<file path="src/rtl/udpd_pkg.sv">
package udpd_pkg;
  localparam int unsigned HALF_W = 16;
  localparam logic [7:0] PROTO_UDP = 8'd17;

  typedef enum logic [1:0] {
    ADD_NONE,
    ADD_BOTH,
    ADD_CKW
  } add_kind_e;

  typedef struct packed {
    logic        err;
    logic [15:0] fill;
  } result_t;

  // end-around-carry reduction of a 32-bit sum to 16 bits
  function automatic logic [15:0] fold32(input logic [31:0] x);
    logic [16:0] t;
    logic [16:0] r;
    t = {1'b0, x[15:0]} + {1'b0, x[31:16]};
    r = {1'b0, t[15:0]} + {16'd0, t[16]};
    return r[15:0];
  endfunction
endpackage

</file>
<file path="src/rtl/udpd_parse.sv">
module udpd_parse
  import udpd_pkg::*;
#(
  parameter int DATA_W = 32,
  parameter int IDX_W  = 4
) (
  input  logic              clk,
  input  logic              rst,
  input  logic [DATA_W-1:0] data,
  input  logic              den,
  input  logic              sof,
  input  logic              sop,
  input  logic              eof,
  output logic              sod_now,
  output logic              ckw_now,
  output logic              ueof_now,
  output logic              clr_now,
  output add_kind_e         kind
);
  localparam logic [IDX_W-1:0] IDX_MAX = '1;
  localparam logic [IDX_W-1:0] IDX_PROTO = IDX_W'(2);
  localparam logic [IDX_W-1:0] IDX_SRC = IDX_W'(3);
  localparam logic [IDX_W-1:0] IDX_DST = IDX_W'(4);

  logic [IDX_W-1:0] idx_q;
  logic [IDX_W-1:0] cur_idx;
  logic             udp_q;
  logic             in_dg_q;
  logic [1:0]       dg_cnt_q;

  assign cur_idx  = sof ? '0 : idx_q;
  assign sod_now  = den & sop & udp_q & ~sof;
  assign ckw_now  = den & in_dg_q & (dg_cnt_q == 2'd1);
  assign ueof_now = den & eof & (in_dg_q | sod_now);
  assign clr_now  = den & sof;

  always_comb begin
    kind = ADD_NONE;
    if (den && !sof) begin
      if (cur_idx == IDX_SRC || cur_idx == IDX_DST) kind = ADD_BOTH;
      else if (ckw_now)                              kind = ADD_CKW;
      else if (sod_now || in_dg_q)                   kind = ADD_BOTH;
    end
  end

  always_ff @(posedge clk) begin
    if (rst) begin
      idx_q    <= '0;
      udp_q    <= 1'b0;
      in_dg_q  <= 1'b0;
      dg_cnt_q <= 2'd0;
    end else if (den) begin
      if (sof)                  idx_q <= IDX_W'(1);
      else if (idx_q != IDX_MAX) idx_q <= idx_q + IDX_W'(1);

      if (sof)                         udp_q <= 1'b0;
      else if (cur_idx == IDX_PROTO)   udp_q <= (data[HALF_W+7:HALF_W] == PROTO_UDP);

      if (sof || eof)   in_dg_q <= 1'b0;
      else if (sod_now) in_dg_q <= 1'b1;

      if (sod_now)                          dg_cnt_q <= 2'd1;
      else if (in_dg_q && dg_cnt_q != 2'd2) dg_cnt_q <= dg_cnt_q + 2'd1;
    end
  end
endmodule

</file>
<file path="src/rtl/udpd_csum.sv">
module udpd_csum
  import udpd_pkg::*;
#(
  parameter int DATA_W = 32,
  parameter int ACC_W  = 24
) (
  input  logic              clk,
  input  logic              rst,
  input  logic              clr,
  input  add_kind_e         kind,
  input  logic [DATA_W-1:0] data,
  input  logic              fin,
  output logic              push,
  output result_t           res
);
  logic [HALF_W-1:0] hi, lo;
  logic [ACC_W-1:0]  add_v;
  logic [ACC_W-1:0]  acc_q;
  logic [15:0]       rx_q;
  logic              fin_q;
  logic [15:0]       s;
  logic [16:0]       t;
  logic [15:0]       chk;

  assign hi = data[DATA_W-1:HALF_W];
  assign lo = data[HALF_W-1:0];

  always_comb begin
    case (kind)
      ADD_BOTH: add_v = ACC_W'(hi) + ACC_W'(lo);
      ADD_CKW:  add_v = ACC_W'(hi) + ACC_W'(hi) + ACC_W'(PROTO_UDP);
      default:  add_v = '0;
    endcase
  end

  always_ff @(posedge clk) begin
    if (rst) begin
      acc_q <= '0;
      rx_q  <= '0;
      fin_q <= 1'b0;
    end else begin
      fin_q <= fin;
      if (clr) acc_q <= '0;
      else     acc_q <= acc_q + add_v;
      if (kind == ADD_CKW) rx_q <= lo;
    end
  end

  assign s    = fold32(32'(acc_q));
  assign t    = {1'b0, s} + {1'b0, rx_q};
  assign chk  = fold32({15'd0, t});
  assign push = fin_q;

  always_comb begin
    res.err  = (rx_q != 16'd0) && (chk != 16'hFFFF);
    res.fill = (~s == 16'd0) ? 16'hFFFF : ~s;
  end
endmodule

</file>
<file path="src/rtl/udpd_res_fifo.sv">
module udpd_res_fifo
  import udpd_pkg::*;
#(
  parameter int PTR_W = 3
) (
  input  logic    clk,
  input  logic    rst,
  input  logic    push,
  input  result_t din,
  input  logic    pop,
  output result_t head,
  output logic    empty,
  output logic    full
);
  localparam int DEPTH = 1 << PTR_W;

  result_t          mem [DEPTH];
  logic [PTR_W:0]   wp_q, rp_q;

  assign empty = (wp_q == rp_q);
  assign full  = (wp_q[PTR_W] != rp_q[PTR_W]) && (wp_q[PTR_W-1:0] == rp_q[PTR_W-1:0]);
  assign head  = mem[rp_q[PTR_W-1:0]];

  always_ff @(posedge clk) begin
    if (push && !full) mem[wp_q[PTR_W-1:0]] <= din;
  end

  always_ff @(posedge clk) begin
    if (rst) begin
      wp_q <= '0;
      rp_q <= '0;
    end else begin
      if (push && !full) wp_q <= wp_q + 1'b1;
      if (pop && !empty) rp_q <= rp_q + 1'b1;
    end
  end
endmodule

</file>
<file path="src/rtl/udpd_delay.sv">
module udpd_delay #(
  parameter int W  = 38,
  parameter int AW = 6
) (
  input  logic         clk,
  input  logic         rst,
  input  logic [W-1:0] din,
  output logic [W-1:0] dout,
  output logic         dvld
);
  localparam int DEPTH = 1 << AW;
  localparam logic [AW-1:0] LAST = AW'(DEPTH - 1);

  logic [W-1:0]  mem [DEPTH];
  logic [AW-1:0] wp_q;
  logic          primed_q;

  // read-before-write single-port RAM
  always_ff @(posedge clk) begin
    dout      <= mem[wp_q];
    mem[wp_q] <= din;
  end

  always_ff @(posedge clk) begin
    if (rst) begin
      wp_q     <= '0;
      primed_q <= 1'b0;
      dvld     <= 1'b0;
    end else begin
      wp_q <= wp_q + AW'(1);
      if (wp_q == LAST) primed_q <= 1'b1;
      dvld <= primed_q;
    end
  end
endmodule

</file>
<file path="src/rtl/udp_datagram_detector.sv">
module udp_datagram_detector
  import udpd_pkg::*;
#(
  parameter int DATA_W     = 32,
  parameter int ADDR_W     = 6,
  parameter int FIFO_PTR_W = 3,
  parameter int ACC_W      = 24
) (
  input  logic              clk,
  input  logic              rst,
  input  logic [DATA_W-1:0] in_data,
  input  logic              in_den,
  input  logic              in_sof,
  input  logic              in_sop,
  input  logic              in_eof,
  output logic [DATA_W-1:0] out_data,
  output logic              out_den,
  output logic              out_sof,
  output logic              out_sod,
  output logic              out_eof,
  output logic              out_cksum_err
);
  localparam int ENT_W  = DATA_W + 6;
  localparam int B_DEN  = DATA_W;
  localparam int B_SOF  = DATA_W + 1;
  localparam int B_EOF  = DATA_W + 2;
  localparam int B_SOD  = DATA_W + 3;
  localparam int B_UEOF = DATA_W + 4;
  localparam int B_CKW  = DATA_W + 5;

  logic       sod_now, ckw_now, ueof_now, clr_now;
  add_kind_e  kind;
  logic       res_push, res_pop, res_empty, res_full;
  result_t    res_in, res_head;
  logic [ENT_W-1:0] ent_in, ent_out;
  logic       ent_vld;

  udpd_parse #(.DATA_W(DATA_W)) u_parse (
    .clk(clk), .rst(rst), .data(in_data), .den(in_den), .sof(in_sof),
    .sop(in_sop), .eof(in_eof), .sod_now(sod_now), .ckw_now(ckw_now),
    .ueof_now(ueof_now), .clr_now(clr_now), .kind(kind)
  );

  udpd_csum #(.DATA_W(DATA_W), .ACC_W(ACC_W)) u_csum (
    .clk(clk), .rst(rst), .clr(clr_now), .kind(kind), .data(in_data),
    .fin(ueof_now), .push(res_push), .res(res_in)
  );

  udpd_res_fifo #(.PTR_W(FIFO_PTR_W)) u_fifo (
    .clk(clk), .rst(rst), .push(res_push), .din(res_in), .pop(res_pop),
    .head(res_head), .empty(res_empty), .full(res_full)
  );

  assign ent_in = {ckw_now, ueof_now, sod_now, in_eof, in_sof, in_den, in_data};

  udpd_delay #(.W(ENT_W), .AW(ADDR_W)) u_delay (
    .clk(clk), .rst(rst), .din(ent_in), .dout(ent_out), .dvld(ent_vld)
  );

  assign res_pop = ent_vld & ent_out[B_UEOF];

  always_ff @(posedge clk) begin
    if (rst) begin
      out_data      <= '0;
      out_den       <= 1'b0;
      out_sof       <= 1'b0;
      out_sod       <= 1'b0;
      out_eof       <= 1'b0;
      out_cksum_err <= 1'b0;
    end else if (!ent_vld) begin
      out_data      <= '0;
      out_den       <= 1'b0;
      out_sof       <= 1'b0;
      out_sod       <= 1'b0;
      out_eof       <= 1'b0;
      out_cksum_err <= 1'b0;
    end else begin
      out_den       <= ent_out[B_DEN];
      out_sof       <= ent_out[B_SOF];
      out_sod       <= ent_out[B_SOD];
      out_eof       <= ent_out[B_EOF];
      out_cksum_err <= ent_out[B_UEOF] & ~res_empty & res_head.err;
      if (ent_out[B_CKW])
        out_data <= {ent_out[DATA_W-1:HALF_W], res_head.fill};
      else
        out_data <= ent_out[DATA_W-1:0];
    end
  end
endmodule

</file>
<file path="config.mk">
export PLATFORM = sky130hd
export DESIGN_NAME = udp_datagram_detector
export DESIGN_NICKNAME = d
export VERILOG_FILES = /design/src/rtl/udpd_pkg.sv /design/src/rtl/udpd_parse.sv /design/src/rtl/udpd_csum.sv /design/src/rtl/udpd_res_fifo.sv /design/src/rtl/udpd_delay.sv /design/src/rtl/udp_datagram_detector.sv
export SDC_FILE = /design/constraint.sdc
export NUM_CORES = 2
export LEC_CHECK = 0
export CAP_MARGIN = 20
export CELL_PAD_IN_SITES_DETAIL_PLACEMENT = 1
export CELL_PAD_IN_SITES_GLOBAL_PLACEMENT = 2
export CORE_ASPECT_RATIO = 0.5
export CORE_MARGIN = 8
export CORE_UTILIZATION = 44
export DETAILED_ROUTE_END_ITERATION = 8
export PLACE_DENSITY = 0.81
export SYNTH_ARGS = -nofsm -noshare
export SYNTH_HDL_FRONTEND = slang
export SYNTH_SLANG_ARGS = --single-unit
</file>
<file path="constraint.sdc">
create_clock -name clk -period 6.95 [get_ports clk]
set_input_delay 2.085 -clock clk [delete_from_list [all_inputs] [get_ports clk]]
set_output_delay 2.085 -clock clk [all_outputs]
set_load 0.02 [all_outputs]
</file>
# Word level (Yosys, flattened, before mapping)
# Memories as Yosys holds them, arrays and structs flattened. A register that Yosys moved wholly into a read port is not among the register bits.
# Cells that the tools add are included.
# Widths: inputs -> output; s select.
[word_totals]
register_bits = 102
mem_bits_rw = 2568
inputBits = 38
wordCells = 108
n_memories = 2
[op_classes]
addsub = 14
n_eq_ne = 14
mux = 20
n_bitwise = 16
reduce_logical = 24
[memory_table]
columns = ["memory", "depth", "word_bits", "rd", "rd_clocked_by_memory_dff", "write_ports", "line", "source"]
rows = [
  ["u_delay.mem", 64, 38, 1, 1, 1, "udpd_delay.sv:14", "logic [W-1:0] mem [DEPTH];"],
  ["u_fifo.mem", 8, 17, 1, 1, 1, "udpd_res_fifo.sv:17", "result_t mem [DEPTH];"],
]
[ops]
columns = ["op", "n"]
rows = [
  ["$add 16x16->17", 3],
  ["$pmux 24 s2", 1],
  ["$add 16x1->16", 2],
  ["$mux 16", 2],
  ["$add 24x24->24", 1],
  ["$add 24x5->24 const B", 1],
  ["$add 16x1->17", 1],
  ["$add 16x8->17", 1],
  ["$logic_not 16->1", 1],
  ["$ne 16x16->1 const B", 1],
  ["$not 16->16", 1],
  ["$reduce_bool 16->1", 1],
  ["$add 4x1->4 const B", 3],
  ["$mux 4", 3],
  ["$and 1x1->1", 11],
  ["$mux 2", 5],
  ["$eq 4x2->1 const B", 2],
  ["$eq 8x5->1 const B", 1],
  ["$reduce_and 2->1", 4],
  ["$reduce_bool 2->1", 4],
  ["$mux 1", 7],
  ["$add 6x1->6 const B", 1],
  ["$eq 6x6->1 const B", 1],
  ["$logic_and 1x1->1", 6],
  ["other kinds (15)", 24],
]

# Logic depth before layout (Yosys ltp)
[depth]
word_depth = 11
depth_mapped = 37
ltp_nobuf = 36

# Hierarchy
# Synthesis repeated with hierarchy kept, for this count alone.
[unflattened]
hier_cells = 6050
area_unflattened_um2 = 106558.4
[modules_own_cells]
columns = ["module", "n_inst", "cells_each", "area_each_um2", "seq_area_each_um2"]
rows = [
  ["udpd_delay", 1, 4894, 93324.5, 73950.9],
  ["udpd_res_fifo", 1, 281, 5851.9, 4304.1],
  ["udpd_csum", 1, 711, 5644.2, 820.8],
  ["udp_datagram_detector", 1, 100, 1209.9, 740.7],
  ["udpd_parse", 1, 64, 528.0, 160.2],
]

# Worst setup path before layout
# OpenSTA, ideal clock, no wires.
[synth_path]
kind = "reg-to-reg"
from = "register u_csum.acc_q[0]"
to = "memory u_fifo.mem[0][16] (netlist bit), data pin"
arrival_ns = 6.945
t_required_ns = 6.662
setup_slack_ns = -0.283
path_stages_with_launch = 37
n_path_buf = 1
period_less_slack_ns = 7.233
path_cell_list = "dfxtp_1 ha_1 inv_1 fa_1 nor2b_1 o31a_1 o311ai_1 a21o_1 clkbuf_1 nor2_1 ha_1 ha_1 nand2_1 nor3_1 and4bb_2 o211ai_1 nor2_1 o21ai_0 xnor2_1 ha_1 a21o_1 a22o_1 a311o_1 a21oi_1 o21bai_1 a21o_1 ha_1 ha_1 nand2_1 nor3_2 and3_1 ha_1 nand3_1 nor2_1 nor4b_1 o32a_1 o41a_1"
[synth_rtl]
columns = ["element", "line", "source"]
rows = [
  ["start: declaration", "udpd_csum.sv:18", "logic [ACC_W-1:0] acc_q;"],
  ["start signal: assignment", "udpd_csum.sv:44", "else acc_q <= acc_q + add_v;"],
  ["end: declaration", "udpd_res_fifo.sv:17", ""],
]

==> run metrics <==
DP HPWL=196000 µm; Fillers=21096; chip height=355 µm; worst slew pin tran=1.26 ns; met3 usage=7.94%; worst reg2reg setup slack=-0.11 ns; Post-Syn Nets=5866; area grow syn2layout=14.2%; dpl cells=8867; data arrival time of the worst path=7.61 ns; final setup TNS=-0.884 ns; drt drc=0; Crit Reg-Reg Startpoint=u_csum.acc_q[0]; post-synthesis sequential area ratio=79.2%; CP required=7.50 ns; critical path launch point type=register; Worst Hold Depth=1; Clk pin slew, worst setup/hold paths=0.07 ns; syn avg cell area=17.6 µm²; detailed router's first-iteration violation count=9826; Worst Hold Class=register to register; worst min-delay path startpoint=u_delay.dout[20]; Async S/R FF share, synth=0%; critical path's slowest cell=o41a_1; Slew Limit Fails=0; CP peak stage delay=0.54 ns; Core Area=228000 µm²; Hold Vio Cnt, Final=0; Post-synth EDFFs=2568; gr usage total=27.3%; crit end category=register; Congestion Overflow GR=0; Root Buffer=clkbuf_16; Post-DRT Antenna Nets=0; first-pass GRT wire length=483000 µm; Post-Route WL=350000 µm; synthesized netlist cell count=5750; Top cell by count, worst path=ha_4; routed len/inst=37.6 µm; clk buf depth=4; Sequential cell area=80000 µm²; RR Endpoint=u_fifo.mem[5][16]; # rows=124; count of state elements after synthesis=2711; post-synth cell types=87; nets@finish=6159; crit share post-route=102%; minimum clock period=7.06 ns; critical-path maximum fanout=8; Worst Hold End=out_data[20]; FMAX=142 MHz; Die Wd=694 µm; DR pass1 iterations=6; Port Buf Inserts=74; Synthesis Warnings=0; GR peak layer=met2; Mapped Area=101000 µm²; CTS tree=yes; share of layout cells above drive strength 1=14.7%; TritonCTS Buffers=232; max_cap viols=0; RSZ-0062 raised after global routing=yes; met1 Usage GRT=36.6%; via count=62800; outcome=complete, but fails checks; skew final=0.109 ns; # clock sinks=2711; routability cong.=0.855; Ports=75; Final Instance Count excl. Fillers=9324; Initial Utilization=44.2%; worst setup margin=-0.113 ns; critical path type=register to register; initial antenna violation count=21; largest net degree at the start of global routing=148; multi-input logic area=20500 µm²; dominant synthesized flop cell=edfxtp_1; Via density=6.74; LEAKAGE=0.0359 µW; later-pin clock latency in the skew report=0.91 ns; Die ar.=246000 µm²; H-tree depth=4; Peak supply drop=199 µV; failing checks=setup timing; Final Setup Violations=8; Rel. slew slack=16.1%; GR Util met2=41.2%; R2R cell count=36; Power per Cell Area=282 nW/µm²; vias in the first global route=62943
-- cells in the mapped netlist, types with 34 or more instances --
cell type,count,area (µm²)
nand3_1,43,215
nor4_1,72,450
a22oi_1,654,4910
clkbuf_1,308,1160
mux4_2,34,766
nor3_1,40,200
buf_1,49,184
a221oi_1,285,2500
ha_1,74,926
nor2_1,212,796
a21oi_1,71,355
xor2_1,34,298
mux2i_1,39,390
a31oi_1,297,1860
inv_1,44,165
xnor2_1,51,447
edfxtp_1,2568,77100
nand2_1,109,409
a22o_1,286,2500
dfxtp_1,143,2860
-- power breakdown --
group | internal, µW | switching, µW | total (µW)
registers | 18000 | 52.9 | 18000
logic | 426 | 1230 | 1650
clock network | 6950 | 5920 | 12900
total | 25300 | 7200 | 32500
-- flip-flops by register name (all words and copies together), names as in the netlist, named ones only --
name	count
u_delay.mem	2432
u_fifo.mem	136
u_delay.dout	38
out_data	32
u_csum.acc_q	24
u_csum.rx_q	16
u_delay.wp_q	6
u_fifo.rp_q	4
u_fifo.wp_q	4
u_parse.idx_q	4
u_parse.dg_cnt_q	2
out_cksum_err	1
out_den	1
out_eof	1
out_sod	1
out_sof	1
u_csum.push	1
u_delay.dvld	1
u_delay.primed_q	1
u_parse.in_dg_q	1
u_parse.udp_q	1
-- metrics by stage --
stage               utilization, %  power (µW)  area, µm²  setup WS [ns]  hold WS (ns)
floorplan                        -       19100     101000        -0.0401         0.406
global placement              47.0       19900     107000         -0.424         0.413
finish                        50.5       32500     115000         -0.113         0.435
CTS                           50.4       32500     115000        -0.0892         0.438
detailed placement            47.0       20000     107000         -0.526         0.413
global route                  50.5       33100     115000         -0.439         0.447
-- cells in the final DEF (no fill, tap or decap), drive strengths merged, types with 35 or more instances in the layout --
master,n
nor3,42
clkbuf,300
mux2i,39
nand3,44
xor2,35
a221oi,285
buf,382
dfxtp,143
edfxtp,2568
clkinv,84
nor2,213
a22o,286
a21oi,71
xnor2,51
nor4,73
ha,74
a31oi,297
clkdlybuf4s50,38
nand2,109
inv,49
a22oi,654
-- metal layers --
| metal | vias up | share of wire (%) |
|---|---|---|
| met5 | - | 0.052 |
| met4 | 14 | 5.4 |
| met3 | 873 | 13 |
| met2 | 4695 | 44 |
| met1 | 32588 | 38 |
| li1 | 24630 | - |
-- worst max-delay path by stage --
stage                   endpoint  slack [ns]             start
2_1_floorplan  u_fifo.mem[0][16]       -0.04  u_csum.acc_q[16]
3_3_place_gp   u_fifo.mem[4][16]       -0.42  u_csum.acc_q[16]
3_5_place_dp   u_fifo.mem[4][16]       -0.53  u_csum.acc_q[16]
4_1_cts        u_fifo.mem[5][16]       -0.09   u_csum.acc_q[0]
5_1_grt        u_fifo.mem[2][16]       -0.44   u_csum.acc_q[0]
6_report       u_fifo.mem[5][16]       -0.11   u_csum.acc_q[0]
-- final cells by class --
type	instances	area share, %
Sequential cell	2711	69.4
Tap cell	3087	3.35
Multi-Input combinational cell	2634	17.7
Clock buffer	300	5.51
Antenna cell	14	0.0304
Timing Repair Buffer	420	3.04
Clock inverter	114	0.819
Inverter	44	0.145
-- kinds of logic after synthesis --
family / count (synthesis) / synth area share (%)
DFF: 2711 / 79.2
AOI/OAI and AO/OA: 1761 / 13.3
and+or+nand+nor: 634 / 3.14
buffers and inverters: 405 / 1.52
xor gates and xnor gates: 86 / 0.753
adders and majority gates: 78 / 0.996
muxes: 75 / 1.17
-- worst max-delay path: cells and delay by family, from the launching register on --
kind	cells	cell delay [ns]
xor+xnor	1	0.15
flops	1	0.37
simple gates	12	1.58
buf+inv	2	0.22
fa+ha+maj	9	1.81
compound gates	12	2.61
-- timing repair --
action                                 CTS  global route
endpoints found under the hold margin    0             0
buffers inserted                        14            12
setup endpoints to repair                8             8
gates resized for setup                 29            20
pin swaps                               39            20
hold buffers                             0             0
No activity file was read; power rests on OpenSTA's default activity.
